## src/rtl/dmaarb_pkg.sv

```systemverilog
`timescale 1ns/1ps
package dmaarb_pkg;
  // Sequencer phases: no bus wanted, bus wanted but not yet given, bus owned
  typedef enum logic [1:0] {
    ARB_IDLE = 2'd0,
    ARB_WAIT = 2'd1,
    ARB_OWN  = 2'd2
  } arb_state_e;
endpackage

```

## src/rtl/dmaarb_modereg.sv

```systemverilog
`timescale 1ns/1ps
module dmaarb_modereg #(
  parameter int NCH = 4
) (
  input  logic           clk,
  input  logic           rst_n,
  input  logic           wr,
  input  logic           rotate_in,
  input  logic [NCH-1:0] en_in,
  output logic           rotate,
  output logic [NCH-1:0] en
);
  // Write-only: the stored mode is consumed internally, never returned.
  always_ff @(posedge clk or negedge rst_n) begin
    if (!rst_n) begin
      rotate <= 1'b0;
      en     <= '0;
    end else if (wr) begin
      rotate <= rotate_in;
      en     <= en_in;
    end
  end
endmodule

```

## src/rtl/dmaarb_pick.sv

```systemverilog
`timescale 1ns/1ps
module dmaarb_pick #(
  parameter int NCH = 4,
  parameter int IW  = 2
) (
  input  logic [NCH-1:0] req,
  input  logic [IW-1:0]  base,
  output logic           any,
  output logic [IW-1:0]  win
);
  localparam logic [IW:0] NCH_W = (IW+1)'(NCH);

  logic [IW-1:0] cand [NCH];
  logic [NCH-1:0] hit;

  // Offset k from the highest-priority channel, wrapped into range
  for (genvar k = 0; k < NCH; k++) begin : g_off
    logic [IW:0] sum;
    assign sum      = {1'b0, base} + (IW+1)'(k);
    assign cand[k]  = (sum >= NCH_W) ? IW'(sum - NCH_W) : IW'(sum);
    assign hit[k]   = req[cand[k]];
  end

  always_comb begin
    any = |hit;
    win = cand[0];
    for (int k = NCH - 1; k >= 0; k--) begin
      if (hit[k]) win = cand[k];
    end
  end
endmodule

```

## src/rtl/dmaarb_seq.sv

```systemverilog
`timescale 1ns/1ps
module dmaarb_seq
  import dmaarb_pkg::*;
#(
  parameter int NCH = 4,
  parameter int IW  = 2
) (
  input  logic          clk,
  input  logic          rst_n,
  input  logic          cfg_wr,
  input  logic          rotate,
  input  logic          hold_ack,
  input  logic          xfer_done,
  output logic [IW-1:0] pick_base,
  input  logic          pick_any,
  input  logic [IW-1:0] pick_win,
  output logic          hold_req,
  output logic          owning,
  output logic [IW-1:0] grant
);
  localparam logic [IW-1:0] LAST = IW'(NCH - 1);

  arb_state_e    st;
  logic [IW-1:0] ptr;
  logic [IW-1:0] after_grant;

  assign after_grant = (grant == LAST) ? '0 : grant + 1'b1;

  // While owning, the candidate order is the one that applies once the
  // current transfer ends; otherwise it is the stored rotation point.
  always_comb begin
    if (!rotate)            pick_base = '0;
    else if (st == ARB_OWN) pick_base = after_grant;
    else                    pick_base = ptr;
  end

  always_ff @(posedge clk or negedge rst_n) begin
    if (!rst_n) begin
      st    <= ARB_IDLE;
      grant <= '0;
      ptr   <= '0;
    end else begin
      unique case (st)
        ARB_IDLE: if (pick_any) st <= ARB_WAIT;
        ARB_WAIT: begin
          if (!pick_any) st <= ARB_IDLE;
          else if (hold_ack) begin
            st    <= ARB_OWN;
            grant <= pick_win;
          end
        end
        ARB_OWN: begin
          if (xfer_done) begin
            ptr <= after_grant;
            if (pick_any) grant <= pick_win;
            else          st    <= ARB_IDLE;
          end
        end
        default: st <= ARB_IDLE;
      endcase
      if (cfg_wr) ptr <= '0;
    end
  end

  assign hold_req = (st != ARB_IDLE);
  assign owning   = (st == ARB_OWN);
endmodule

```

## src/rtl/dma_grant_arbiter.sv

```systemverilog
`timescale 1ns/1ps
module dma_grant_arbiter #(
  parameter int NCH = 4
) (
  input  logic           clk,
  input  logic           rst_n,
  input  logic           cfg_wr,
  input  logic           cfg_rotate,
  input  logic [NCH-1:0] cfg_chan_en,
  input  logic [NCH-1:0] dreq,
  input  logic           xfer_done,
  input  logic           hold_ack,
  output logic           hold_req,
  output logic [NCH-1:0] dack_n
);
  localparam int IW = (NCH > 1) ? $clog2(NCH) : 1;

  logic           rotate;
  logic [NCH-1:0] chan_en;
  logic [NCH-1:0] live_req;
  logic [IW-1:0]  pick_base;
  logic           pick_any;
  logic [IW-1:0]  pick_win;
  logic           owning;
  logic [IW-1:0]  grant;

  dmaarb_modereg #(.NCH(NCH)) u_mode (
    .clk(clk), .rst_n(rst_n), .wr(cfg_wr),
    .rotate_in(cfg_rotate), .en_in(cfg_chan_en),
    .rotate(rotate), .en(chan_en)
  );

  assign live_req = dreq & chan_en;

  dmaarb_pick #(.NCH(NCH), .IW(IW)) u_pick (
    .req(live_req), .base(pick_base), .any(pick_any), .win(pick_win)
  );

  dmaarb_seq #(.NCH(NCH), .IW(IW)) u_seq (
    .clk(clk), .rst_n(rst_n), .cfg_wr(cfg_wr), .rotate(rotate),
    .hold_ack(hold_ack), .xfer_done(xfer_done),
    .pick_base(pick_base), .pick_any(pick_any), .pick_win(pick_win),
    .hold_req(hold_req), .owning(owning), .grant(grant)
  );

  // Acknowledge only while the processor keeps the bus released
  for (genvar i = 0; i < NCH; i++) begin : g_ack
    assign dack_n[i] = ~(owning && hold_ack && (grant == IW'(i)));
  end
endmodule

```

## config.mk

```make
export PLATFORM = sky130hd
export DESIGN_NAME = dma_grant_arbiter
export DESIGN_NICKNAME = d
export VERILOG_FILES = /design/src/rtl/dmaarb_pkg.sv /design/src/rtl/dmaarb_modereg.sv /design/src/rtl/dmaarb_pick.sv /design/src/rtl/dmaarb_seq.sv /design/src/rtl/dma_grant_arbiter.sv
export SDC_FILE = /design/constraint.sdc
export NUM_CORES = 1
export LEC_CHECK = 0
export BUFFER_PORTS_ARGS = -buffer_cell sky130_fd_sc_hd__buf_4
export CAP_MARGIN = 20
export CORE_AREA = 8 8 50 72
export CTS_CLUSTER_SIZE = 14
export DETAILED_ROUTE_END_ITERATION = 8
export DIE_AREA = 0 0 58 80
export GPL_ROUTABILITY_DRIVEN = 0
export SLEW_MARGIN = 15
export SYNTH_ARGS = -nofsm -noshare
export SYNTH_HDL_FRONTEND = slang
export SYNTH_SLANG_ARGS = --single-unit
```

## constraint.sdc

```tcl
create_clock -name clk -period 3.9 [get_ports clk]
set_clock_uncertainty 0.15 [all_clocks]
set_input_delay 0.195 -clock clk [delete_from_list [all_inputs] [get_ports clk]]
set_output_delay 0.195 -clock clk [all_outputs]
set_load 0.02 [all_outputs]
```

==> flow_metrics.py <==
metrics = {
    "run_status": {
        "status": "complete, no violations",
    },
    "place": {
        "port_buffers": 18,
        "post-dp-hpwl_um": 1430,
    },
    "yosys": {
        "synth_cell_types": 31,
        "synth_area_per_cell_sq_um": 9.68,
        "synth_seq_area_share": 0.374,
        "syn_nets": 94,
        "async_flop_share": 1.00,
        "yosys_warnings": 0,
        "yosys_most_used_dff": "dfrtp_1",
        "netlist_instances": 76,
        "synth-seq-cells": 11,
        "synth_edf_count": 0,
        "netlist_area_sq_um": 736,
    },
    "sta": {
        "relSlewSlack": 0.786,
        "hold_viol_final": 0,
        "rsz0062_at_grt": "false",
        "worstMarginPinSlew_ns": 0.311,
        "setup_viol": 0,
        "fin_tns_setup_ns": 0,
        "drv_slew": 0,
        "fmax_ghz": 0.534,
        "fin_crit_sh": 0.480,
        "fin_crit_ns": 1.87,
    },
    "setup_path": {
        "path_class": "flop to flop",
        "endpoint_kind": "flop",
        "critPathLaunchType": "flop",
        "cp.arrival_ns": 1.86,
        "cp_max_fo": 5,
        "cp_data_required_time_ns": 3.89,
    },
    "cells_and_area": {
        "nets": 116,
        "antenna_cells": 0,
        "drive_above_1_share": 0.340,
        "post-route-util": 0.364,
        "area_growth_pct": 28.1,
    },
    "drt": {
        "drc": 0,
        "post_drt_wl_per_cell_um": 14.4,
        "ant_nets": 0,
        "wl_um": 1750,
        "first_iter_violations": 17,
        "viasPerCell": 5.19,
        "drt-pass1-iter-count": 4,
        "vias": 633,
    },
    "clock_tree": {
        "clk_pin_slew_ns": 0.05,
        "post_cts_buffers": 0,
        "clock_path_buffers": 2,
        "cts_tree": "done",
        "h-tree-depth": 1,
        "cts_root_buf": "clkbuf_8",
        "cts_made_buffers": 3,
        "clock-sinks": 11,
        "hold_buffers": 1,
        "cts.repair.resized": 0,
        "clkLatencyLatePin_ns": 0.24,
    },
    "die": {
        "start_util": 0.284,
        "die_area_sq_mm": 0.00464,
        "die_w_um": 58,
        "rows": 23,
        "core_sq_mm": 0.00259,
        "die_y_um": 80,
        "ios": 19,
    },
    "min_path": {
        "hp-class": "input pin to flop",
    },
    "grt": {
        "grt_pass1_wl_um": 2960,
        "grt_pass1_vias": 673,
        "grt_overflow": 0,
        "antenna_found_initial": 0,
        "grt_util_all_layers": 0.0828,
        "grt_max_degree": 12,
    },
    "pwr": {
        "power.leakage_uw": 0.000403,
        "irDropWorstVdd_mv": 0.195,
        "power_density_mw_per_mm2": 526,
    },
    "run": {
        "drv_cap": 0,
    },
}
[cells in the final DEF, fill, tap and decap left out]
cell | synthesis | final
a21oi_1 | 5 | 5
a221oi_1 | 1 | 1
buf_4 | 0 | 18
mux2i_2 | 1 | 1
a22oi_1 | 1 | 1
dlygate4sd3_1 | 0 | 1
nand3_1 | 3 | 3
nand2_1 | 14 | 14
o311ai_1 | 1 | 1
and2_2 | 2 | 2
mux2i_1 | 3 | 3
nor2_1 | 4 | 4
o21ai_1 | 1 | 1
inv_1 | 2 | 2
and3b_2 | 1 | 1
a2bb2oi_1 | 1 | 1
nor2b_1 | 1 | 1
a32o_1 | 1 | 1
mux2_2 | 5 | 5
and3_1 | 1 | 1
nor2b_4 | 1 | 1
o221ai_1 | 1 | 1
or2_2 | 1 | 1
or2b_1 | 2 | 2
dfrtp_1 | 11 | 11
clkbuf_1 | 1 | 1
a211oi_1 | 2 | 2
and2_1 | 1 | 1
o41ai_2 | 1 | 1
or2_1 | 1 | 1
ha_1 | 4 | 4
a31oi_1 | 1 | 1
clkbuf_8 | 0 | 3
[report_power, final]
group	switching, uW	total [uW]	internal [uW]
registers	33.0	174	141
logic	105	206	101
clock network	43.9	116	71.9
total	182	496	314
[final timing paths]
check	startpoint	end	slack, ns	cells past startpoint
max	u_seq.grant[0]	u_seq.grant[1]	2.03	7
min	hold_ack	u_seq.st[0]	0.009	2
max reg2reg	u_seq.grant[0]	u_seq.grant[1]	2.03	7
min reg2reg	u_seq.st[1]	u_seq.st[0]	0.35	1
max in group asynchronous	rst_n	u_seq.grant[0]	3.27	2
min in group asynchronous	rst_n	u_seq.st[0]	0.17	2
[layout make-up]
type                       count  area, sq um
tap                           25         31.3
clock buffer                   4         45.0
timing repair buffer          19          145
multi-input combinational     61          438
sequential                    11          275
inverter                       2         7.51
fill                         281         1650
[flip-flops by register name, summed over array words and instances (netlist names)]
register	count
u_seq.grant	2
u_seq.ptr	2
u_mode.rotate	1
u_mode.en	4
u_seq.st	2
[critical path: stages (launching register included)]
cell,delay [ns]
dfrtp_1,0.41
inv_1,0.09
ha_1,0.33
nand2_1,0.06
mux2i_1,0.28
mux2i_1,0.23
o221ai_1,0.14
o311ai_1,0.09
[metal layers]
layer	up-vias	part of all wire	wire length, um	track usage
met3	4	0.050	88	0.0161
met2	18	0.50	872	0.142
li1	313	-	-	-
met4	0	0.035	61	0.0665
met5	-	0	0	0
met1	298	0.42	728	0.0844
[stage by stage]
step	hold slack [ns]	setup slack [ns]	instance area, sq um	power [uW]	instances
floorplan	-0.251	2.27	736	328	76
global placement	-0.110	2.06	887	376	117
detailed placement	-0.106	2.04	887	383	117
CTS	0.00718	2.02	942	500	122
global route	0.0219	1.82	942	535	122
finish	0.00879	2.03	942	496	122
[logic make-up after synthesis]
kind of cell,after synthesis,share of synthesized area
AND/OR/NAND/NOR,32,0.228
AO/OA/AOI/OAI,16,0.163
flip-flops,11,0.374
multiplexers,9,0.136
buffers and inverters,4,0.0306
adder cells (fa/ha/maj),4,0.0680
[Yosys cell counts, types with 2 or more instances]
master | instances | share of area
ha_1 | 4 | 0.068
a211oi_1 | 2 | 0.020
inv_1 | 2 | 0.010
dfrtp_1 | 11 | 0.37
mux2_2 | 5 | 0.077
mux2i_1 | 3 | 0.041
or2b_1 | 2 | 0.020
a21oi_1 | 5 | 0.034
nand2_1 | 14 | 0.071
nand3_1 | 3 | 0.020
nor2_1 | 4 | 0.020
and2_2 | 2 | 0.020
Power figures use the tool's default switching activity.
